$ cat src/rtl/sinc3_pkg.sv
package sinc3_pkg;
  localparam int ORDER = 3;

  // right shift that removes the N^2 gain for a given rate code
  function automatic int gain_shift(input int log2_nmin, input int code);
    return 2 * (log2_nmin + code);
  endfunction
endpackage

$ cat src/rtl/sinc3_rate_ctrl.sv
module sinc3_rate_ctrl #(
  parameter int LOG2_NMIN = 5,
  parameter int RSEL_W    = 2,
  parameter int PH_W      = LOG2_NMIN + (2 ** RSEL_W) - 1,
  parameter int SH_W      = $clog2(2 * PH_W + 1)
) (
  input  logic              clk,
  input  logic              rst_n,
  input  logic              hi_en,
  input  logic [RSEL_W-1:0] rate_sel,
  input  logic              bypass,
  output logic              clr,
  output logic              step,
  output logic              tick,
  output logic [SH_W-1:0]   shamt
);
  logic [RSEL_W-1:0] rate_q;
  logic              byp_q;
  logic [PH_W-1:0]   ph, ph_mask;

  always_comb begin
    ph_mask = PH_W'((1 << (LOG2_NMIN + int'(rate_sel))) - 1);
    clr     = bypass | byp_q | (rate_sel != rate_q);
    step    = hi_en & ~clr;
    tick    = step & (ph == '0);
    shamt   = SH_W'(sinc3_pkg::gain_shift(LOG2_NMIN, int'(rate_sel)));
  end

  always_ff @(posedge clk) begin
    if (!rst_n) begin
      rate_q <= '0;
      byp_q  <= 1'b0;
      ph     <= '0;
    end else begin
      rate_q <= rate_sel;
      byp_q  <= bypass;
      if (clr)       ph <= '0;
      else if (step) ph <= (ph + 1'b1) & ph_mask;
    end
  end
endmodule

$ cat src/rtl/sinc3_comb_stage.sv
module sinc3_comb_stage #(
  parameter int W = 32
) (
  input  logic                clk,
  input  logic                rst_n,
  input  logic                clr,
  input  logic                en,
  input  logic signed [W-1:0] x,
  output logic signed [W-1:0] y
);
  logic signed [W-1:0] dly;

  assign y = x - dly;

  always_ff @(posedge clk) begin
    if (!rst_n || clr) dly <= '0;
    else if (en)       dly <= x;
  end
endmodule

$ cat src/rtl/sinc3_integ_stage.sv
module sinc3_integ_stage #(
  parameter int W = 32
) (
  input  logic                clk,
  input  logic                rst_n,
  input  logic                clr,
  input  logic                en,
  input  logic signed [W-1:0] u,
  output logic signed [W-1:0] acc
);
  always_ff @(posedge clk) begin
    if (!rst_n || clr) acc <= '0;
    else if (en)       acc <= acc + u;
  end
endmodule

$ cat src/rtl/sinc3_interp.sv
module sinc3_interp #(
  parameter int DW        = 16,
  parameter int LOG2_NMIN = 5,
  parameter int RSEL_W    = 2
) (
  input  logic              clk,
  input  logic              rst_n,
  input  logic              hi_en,
  input  logic              in_valid,
  output logic              in_ready,
  input  logic [DW-1:0]     in_data,
  input  logic [RSEL_W-1:0] rate_sel,
  input  logic              bypass,
  output logic              out_valid,
  output logic [DW-1:0]     out_data
);
  localparam int ORDER = sinc3_pkg::ORDER;
  localparam int PH_W  = LOG2_NMIN + (2 ** RSEL_W) - 1;
  localparam int ACC_W = DW + 2 * PH_W;
  localparam int SH_W  = $clog2(2 * PH_W + 1);
  localparam logic signed [ACC_W-1:0] POS_FS = ACC_W'((64'sd1 <<< (DW - 1)) - 1);
  localparam logic signed [ACC_W-1:0] NEG_FS = -POS_FS - 1;

  logic [DW-1:0]       held;
  logic                clr, step, tick;
  logic [SH_W-1:0]     shamt;
  logic signed [ACC_W-1:0] cmb [0:ORDER];
  logic signed [ACC_W-1:0] ig  [0:ORDER];
  logic signed [ACC_W-1:0] scaled;
  logic [DW-1:0]       clipped;

  assign in_ready = 1'b1;

  always_ff @(posedge clk) begin
    if (!rst_n)                    held <= '0;
    else if (in_valid && in_ready) held <= in_data;
  end

  sinc3_rate_ctrl #(.LOG2_NMIN(LOG2_NMIN), .RSEL_W(RSEL_W), .PH_W(PH_W), .SH_W(SH_W)) u_ctrl (
    .clk(clk), .rst_n(rst_n), .hi_en(hi_en), .rate_sel(rate_sel), .bypass(bypass),
    .clr(clr), .step(step), .tick(tick), .shamt(shamt)
  );

  assign cmb[0] = {{(ACC_W-DW){held[DW-1]}}, held};
  assign ig[0]  = tick ? cmb[ORDER] : '0;

  for (genvar g = 0; g < ORDER; g++) begin : g_stage
    sinc3_comb_stage #(.W(ACC_W)) u_comb (
      .clk(clk), .rst_n(rst_n), .clr(clr), .en(tick), .x(cmb[g]), .y(cmb[g+1])
    );
    sinc3_integ_stage #(.W(ACC_W)) u_integ (
      .clk(clk), .rst_n(rst_n), .clr(clr), .en(step), .u(ig[g]), .acc(ig[g+1])
    );
  end

  always_comb begin
    scaled = ig[ORDER] >>> shamt;
    if (scaled > POS_FS)      clipped = POS_FS[DW-1:0];
    else if (scaled < NEG_FS) clipped = NEG_FS[DW-1:0];
    else                      clipped = scaled[DW-1:0];
  end

  always_ff @(posedge clk) begin
    if (!rst_n) begin
      out_valid <= 1'b0;
      out_data  <= '0;
    end else begin
      out_valid <= hi_en;
      if (hi_en) begin
        if (bypass)   out_data <= held;
        else if (clr) out_data <= '0;
        else          out_data <= clipped;
      end
    end
  end
endmodule

$ cat config.mk
export PLATFORM = sky130hd
export DESIGN_NAME = sinc3_interp
export DESIGN_NICKNAME = d
export VERILOG_FILES = /design/src/rtl/sinc3_pkg.sv /design/src/rtl/sinc3_rate_ctrl.sv /design/src/rtl/sinc3_comb_stage.sv /design/src/rtl/sinc3_integ_stage.sv /design/src/rtl/sinc3_interp.sv
export SDC_FILE = /design/constraint.sdc
export NUM_CORES = 1
export LEC_CHECK = 0
export BUFFER_PORTS_ARGS = -buffer_cell sky130_fd_sc_hd__clkbuf_2
export CORE_MARGIN = 2
export CORE_UTILIZATION = 59
export DETAILED_ROUTE_END_ITERATION = 10
export GPL_TIMING_DRIVEN = 0
export PLACE_DENSITY = 0.79
export SLEW_MARGIN = 10
export SYNTH_ARGS = -nofsm -noshare
export SYNTH_HDL_FRONTEND = slang
export SYNTH_HIERARCHICAL = 1
export SYNTH_SLANG_ARGS = --single-unit
$ cat constraint.sdc
create_clock -name clk -period 6.72 [get_ports clk]
set_clock_uncertainty 0.1 [all_clocks]
set_input_delay 1.008 -clock clk [delete_from_list [all_inputs] [get_ports clk]]
set_output_delay 1.008 -clock clk [all_outputs]
set_load 0.05 [all_outputs]
# ---- After elaboration in Yosys (flattened, before gate mapping)
# Cells that the tools add are included.
dict set report word_totals {
  ramBits 0
  latch_bits 0
  mem_count 0
  romBits 0
  out_inout_bits 18
  reg_bits 205
  in_bits 23
  word_cells 42
}
dict set report op_classes {
  shift 2
  bitwise_logic 7
  n_reduce_logical 4
  n_lt_le_gt_ge 2
  div_mod_pow 0
  addsub 9
  n_mux 5
  multipliers 0
  eq_ne 1
}
# op n
set op_table {}
lappend op_table {{adder 32 bit} 3}
lappend op_table {{2-to-1 mux 16 bit} 4}
lappend op_table {{greater-than comparator 32 x 16 -> 1 bit (second input constant)} 1}
lappend op_table {{less-than comparator 32 x 16 -> 1 bit (second input constant)} 1}
lappend op_table {{2-to-1 mux 32 bit} 1}
lappend op_table {{>>> shifter 32 x 5 -> 32 bit} 1}
lappend op_table {{subtractor 32 bit} 1}
lappend op_table {{subtractor 17 x 17 -> 18 bit} 1}
lappend op_table {{subtractor 16 x 16 -> 17 bit} 1}
lappend op_table {{adder 8 x 1 -> 8 bit (second input constant)} 1}
lappend op_table {{AND 8 bit} 1}
lappend op_table {{zero test 8 bit} 1}
lappend op_table {{<< shifter 1 x 4 -> 8 bit (first input constant)} 1}
lappend op_table {{subtractor 8 x 2 -> 8 bit (second input constant)} 1}
lappend op_table {{adder 3 x 2 -> 4 bit (first input constant)} 1}
lappend op_table {{AND 1 bit} 2}
lappend op_table {{!= test 2 bit} 1}
lappend op_table {{NOT 1 bit} 2}
lappend op_table {{OR 1 bit} 2}
lappend op_table {{OR reduction 2 bit} 1}
lappend op_table {{zero test 1 bit} 1}
lappend op_table {{logical OR 1 bit} 1}

# ---- Longest topological paths before layout
dict set report logic_depth {
  ltp_word 7
  mapped_depth 38
  mapped_depth_nobuf 36
}

# ---- Modules after synthesis
# The synthesis kept the hierarchy.
# module cells_per_inst area_per_inst_um2 instances
set by_module_without_submodules {}
lappend by_module_without_submodules {{sinc3_comb_stage (g_stage[1].u_comb ...)} 381 2954.1 2}
lappend by_module_without_submodules {{sinc3_integ_stage (g_stage[0].u_integ ...)} 338 2733.9 2}
lappend by_module_without_submodules {sinc3_interp 512 4167.7 1}
lappend by_module_without_submodules {{sinc3_comb_stage (g_stage[0].u_comb)} 375 2940.3 1}
lappend by_module_without_submodules {{sinc3_integ_stage (g_stage[2].u_integ)} 337 2732.6 1}
lappend by_module_without_submodules {sinc3_rate_ctrl 77 763.2 1}

# ---- Worst setup path after synthesis
# OpenSTA, ideal clock, no wires.
dict set report synth_timing {
  path_kind {register to register}
  from {reg held[0]}
  to {reg g_stage[0].u_integ.acc[30]}
  arrival_time_ns 6.737
  setup_slack_ns -0.238
  n_path_buf 2
  stages_incl_launch_ff 37
  cell_sequence {dfxtp_1 > inv_1 > ha_1 > fa_1 > nor2b_1 > o2111ai_1 > a21oi_1 > o21bai_1 > a21boi_0 > o311ai_0 > ha_1 > buf_2 > nand4_1 > a2111oi_4 > nor4_4 > o21ai_1 > xor2_1 > ha_1 > clkbuf_1 > a21oi_1 > o21a_1 > o21ai_0 > and3_1 > o22ai_1 > o21ai_0 > xnor2_1 > and2_1 > ha_1 > a21o_1 > a21o_1 > a21oi_1 > o21ai_0 > a21o_1 > a21oi_1 > o31ai_1 > xnor2_1 > o21ai_1}
}
# element line
set synth_lines {}
lappend synth_lines {{from (decl)} sinc3_interp.sv:24} ;# logic [DW-1:0] held;
lappend synth_lines {{from (signal assigned)} sinc3_interp.sv:36} ;# else if (in_valid && in_ready) held <= in_data;
lappend synth_lines {{to (signal assigned)} sinc3_integ_stage.sv:13} ;# else if (en) acc <= acc + u;
lappend synth_lines {{to (decl)} sinc3_integ_stage.sv:9} ;# output logic signed [W-1:0] acc

==> results list <==
* Result of the run: finished, violations left
- The checks that failed: setup timing.
- For this run, the top clock speed supported by timing is around 0.14 GHz.
- Vias in the first global route: between 20000 and 25000
- Final antenna-violating net count: 0
- In the synthesized netlist, the number of instances is 2739.
- The final number of hold-violating endpoints was 0.
* Total number of placement rows: 70
* Number of flops mapped to enable cells by yosys: 0
* Worst path max stage delay: ~0.4 ns
- Largest family of logic cells by synthesized area: compound AO/OA/AOI/OAI gates
- The share of the Yosys chip area taken by registers is a little over a fifth.
* Initial antenna violation count: 0
- The mapped netlist covers around 0.022 sq mm.
- Clk buf depth: 3
- Data required time of the critical path: roughly 7.1 ns
* Max Transition Viols Final: 0
* Syn_nets: 2962
* Hold WC Path Type: reg2reg
- Summed over all layers, the routed wires come to around 66 mm.
* Max-cap violation count: 0
* Final global-route overflow total: 0
* Worst-path fanout max: 6
- Final Setup Violations: 7
- For the worst-skew pair, the clock arrives at the later sink with an insertion delay of between 0.5 and 0.6 ns.
- Worst rel slew slack: 15.8%
- Leakage Power: a little over 10 nW
* Xor/xnor share of the synthesized area: between 6 and 7%
* Proportion of synthesized area in mux cells: 13.2%
- A synthesized cell averages 8.02 sq um.
- Launching element type of the critical path: flop
- Tightest Pin Transition: 1.26 ns
- The completed layout was analyzed and its total power is about 6.4 mW.
- Most common cell after layout, fill and taps aside: sky130_fd_sc_hd__nor2_1
- Min Tclk post-route: around 6.9 ns
- Power per cell area: approximately 250 mW/mm^2
- For the worst setup path, the data arrival time is just over 7 ns.
- On the critical path, the stage with the largest delay is an instance of sky130_fd_sc_hd__nor4_4.
* First-pass GRT wire length: roughly 100 mm
* Count of state elements after synthesis: around 240
- DIE WIDTH: between 150 and 200 microns
* Die footprint: slightly below 0.04 sq mm
- At the end of the flow, the number of nets in the layout was between 3000 and 4000.
- The die is between 150 and 200 microns tall.
- The worst setup path is of the reg2reg kind.
- Worst supply voltage drop on vdd: 0.192 mV
* Total track usage: a little under a third
* Residual DRC count: 0
- The detailed router placed between 20000 and 25000 vias in this run.
- Summing the areas of all compound-gate instances in the mapped netlist gives roughly 22% of the synthesized area.
* CTS sink cnt: ~240
- Clock-pin slew was measured on the worst setup and hold paths at around 0.060 ns.
- STA classifies the critical path endpoint as a flop.
- The root buffer cell chosen for the clock tree is sky130_fd_sc_hd__clkbuf_16.
* Number of inserted diodes: 0
- Post-synth top flop: sky130_fd_sc_hd__dfxtp_1
- The count of buffers added on input and output ports is 38.
- Share of async-settable or async-resettable flops after synthesis: 0%
* Core area: between 0.03 and 0.04 sq mm
- Summing the areas of all and, or, nand and nor instances in the mapped netlist gives 19.9% of the synthesized area.
- Half-perimeter wire length after placement: ~47 mm
* CTS tree: done
* Fin Setup TNS: -1.05 ns
* Number of buffers created by CTS: 27
- Entering global routing, the biggest net connects 21 pins.
* Layout cells sized above 1: 17.0%
- Via density: 6.38
* Final critical-path setup slack: -0.202 ns
- Of the total synthesized cell area, the portion taken by full adders, half adders and majority gates is between 10% and 20%.
* Final period util: 103%
- Final weighted congestion in routability-driven placement: 0.956
- Leaving out fill and tap cells, the most frequent cells in the layout are 262 x sky130_fd_sc_hd__nor2_1, 228 x sky130_fd_sc_hd__dfxtp_1, 212 x sky130_fd_sc_hd__nand2_1.
* Top-Level Pins: 41
* RSZ-0062 raised after global routing: yes
- In this run the number of H-tree levels came out at 1.
- Yosys synthesis warning count: 6
- Layout area overhead: 15.9%
* Starting DRT DRC Count: ~1600
* Starting Density: 60.0%
- The number of different library cells used by synthesis comes to 108.
- Average detailed-routed wire length per instance: between 15 and 20 microns
* Number of iterations in the first detailed-routing pass: 5
==> flip-flops by register name, indices dropped and copies added (netlist names) <==
signal / count
g_stage.u_comb/dly: 96
g_stage.u_integ/acc: 96
held: 16
out_data: 16
u_ctrl/ph: 8
u_ctrl/rate_q: 2
out_valid: 1
u_ctrl/byp_q: 1
==> stage by stage <==
step	util [%]	worst slack (ns)	std cells	hold slack, ns	instance area (sq um)
floorplan	-	0.00971	2739	0.347	22000
global placement	62.2	-1.16	3245	0.374	22800
detailed placement	62.2	-1.36	3245	0.385	22800
CTS	67.4	-0.0319	3339	0.399	24700
global route	69.6	-0.478	3363	0.421	25500
finish	69.6	-0.202	3363	0.396	25500
==> path summary, 6_finish.rpt <==
check                                          from                                       to  slack (ns)  cells past startpoint
max                            held[0]$_SDFFE_PN0P_  g_stage[0].u_integ/acc[29]$_SDFFE_PP0P_       -0.20                     36
min          g_stage[0].u_comb/dly[15]$_SDFFE_PP0P_   g_stage[0].u_comb/dly[15]$_SDFFE_PP0P_        0.40                      2
max reg2reg                    held[0]$_SDFFE_PN0P_  g_stage[0].u_integ/acc[29]$_SDFFE_PP0P_       -0.20                     36
min reg2reg  g_stage[0].u_comb/dly[15]$_SDFFE_PP0P_   g_stage[0].u_comb/dly[15]$_SDFFE_PP0P_        0.40                      2
==> layout make-up <==
| class | instances | area (sq um) |
|---|---|---|
| multi-input combinational | 2199 | 17200 |
| fill | 2742 | 11100 |
| sequential | 236 | 4740 |
| timing repair buffer | 124 | 848 |
| clock buffer | 31 | 711 |
| inverter | 162 | 608 |
| tap | 468 | 586 |
| buffer | 125 | 554 |
| clock inverter | 18 | 264 |
==> where the power goes <==
group	leakage, nW	total, mW	internal (mW)	switching (mW)
clock network	0.476	1.63	0.993	0.638
registers	1.91	1.43	1.41	0.0153
logic	7.75	3.37	1.47	1.90
total	10.1	6.43	3.87	2.56
==> logic make-up (layout without fill, tap and decap cells) <==
kind of cell / after synthesis / count (layout)
AND/OR/NAND/NOR: 890 / 890
multiplexers: 247 / 247
XOR/XNOR: 149 / 149
AO/OA/AOI/OAI: 711 / 711
other: 2 / 2
adder cells (fa/ha/maj): 200 / 200
buffers and inverters: 304 / 460
flip-flops: 236 / 236
==> worst max-delay path, delay by kind of cell (launching register included) <==
kind,cells,cell delay [ns]
XOR/XNOR,1,0.09
multiplexers,1,0.22
AO/OA/AOI/OAI,20,3.29
adder cells (fa/ha/maj),5,1.25
flip-flops,1,0.36
buffers and inverters,4,0.49
AND/OR/NAND/NOR,5,1.00
==> synth_stat cells (8+ instances only) <==
| library cell | n | share of area, % |
|---|---|---|
| sky130_fd_sc_hd__mux2i_1 | 195 | 8.9 |
| sky130_fd_sc_hd__o31ai_1 | 13 | 0.44 |
| sky130_fd_sc_hd__dfxtp_1 | 236 | 21 |
| sky130_fd_sc_hd__and2_1 | 44 | 1.3 |
| sky130_fd_sc_hd__nor2_1 | 264 | 4.5 |
| sky130_fd_sc_hd__inv_1 | 160 | 2.7 |
| sky130_fd_sc_hd__xnor2_1 | 96 | 3.8 |
| sky130_fd_sc_hd__o21ai_1 | 43 | 0.98 |
| sky130_fd_sc_hd__a21boi_0 | 10 | 0.34 |
| sky130_fd_sc_hd__ha_1 | 194 | 11 |
| sky130_fd_sc_hd__or3_1 | 14 | 0.40 |
| sky130_fd_sc_hd__nand2_1 | 219 | 3.7 |
| sky130_fd_sc_hd__nand3_1 | 81 | 1.8 |
| sky130_fd_sc_hd__o21ai_0 | 96 | 2.2 |
| sky130_fd_sc_hd__nand4_1 | 44 | 1.3 |
| sky130_fd_sc_hd__a21o_1 | 97 | 3.3 |
| sky130_fd_sc_hd__a2111oi_0 | 10 | 0.40 |
| sky130_fd_sc_hd__a21oi_1 | 193 | 4.4 |
| sky130_fd_sc_hd__clkbuf_1 | 102 | 1.7 |
| sky130_fd_sc_hd__o22ai_1 | 9 | 0.26 |
| sky130_fd_sc_hd__and3_1 | 25 | 0.71 |
| sky130_fd_sc_hd__o21bai_1 | 28 | 0.96 |
| sky130_fd_sc_hd__mux2_2 | 19 | 0.97 |
| sky130_fd_sc_hd__buf_1 | 14 | 0.24 |
| sky130_fd_sc_hd__buf_2 | 18 | 0.41 |
| sky130_fd_sc_hd__nor2b_1 | 50 | 1.4 |
| sky130_fd_sc_hd__mux4_2 | 29 | 3.0 |
| sky130_fd_sc_hd__a31oi_1 | 32 | 0.91 |
| sky130_fd_sc_hd__a221oi_1 | 8 | 0.32 |
| sky130_fd_sc_hd__o21a_1 | 23 | 0.79 |
| sky130_fd_sc_hd__o211ai_1 | 29 | 0.99 |
| sky130_fd_sc_hd__nand2b_1 | 44 | 1.3 |
| sky130_fd_sc_hd__nor3_1 | 49 | 1.1 |
| sky130_fd_sc_hd__xor2_1 | 51 | 2.0 |
| sky130_fd_sc_hd__a211oi_1 | 17 | 0.58 |
==> routing by layer <==
metal  global-route usage [%]  wire length, microns  up-vias
met4                     11.1                  2460        0
li1                         -                     -    10200
met2                     53.2                 30700      844
met1                     42.0                 28600    10300
met3                     5.05                  4620      179
met5                        0                     0        -
==> repair_timing <==
item | in CTS | in global routing
hold buffers | 0 | 0
resized for setup | 129 | 126
gates cloned | 1 | 0
endpoints found under the setup margin | 15 | 16
pin swaps | 74 | 85
buffers inserted | 57 | 31
No activity file was read; power rests on OpenSTA's default activity.
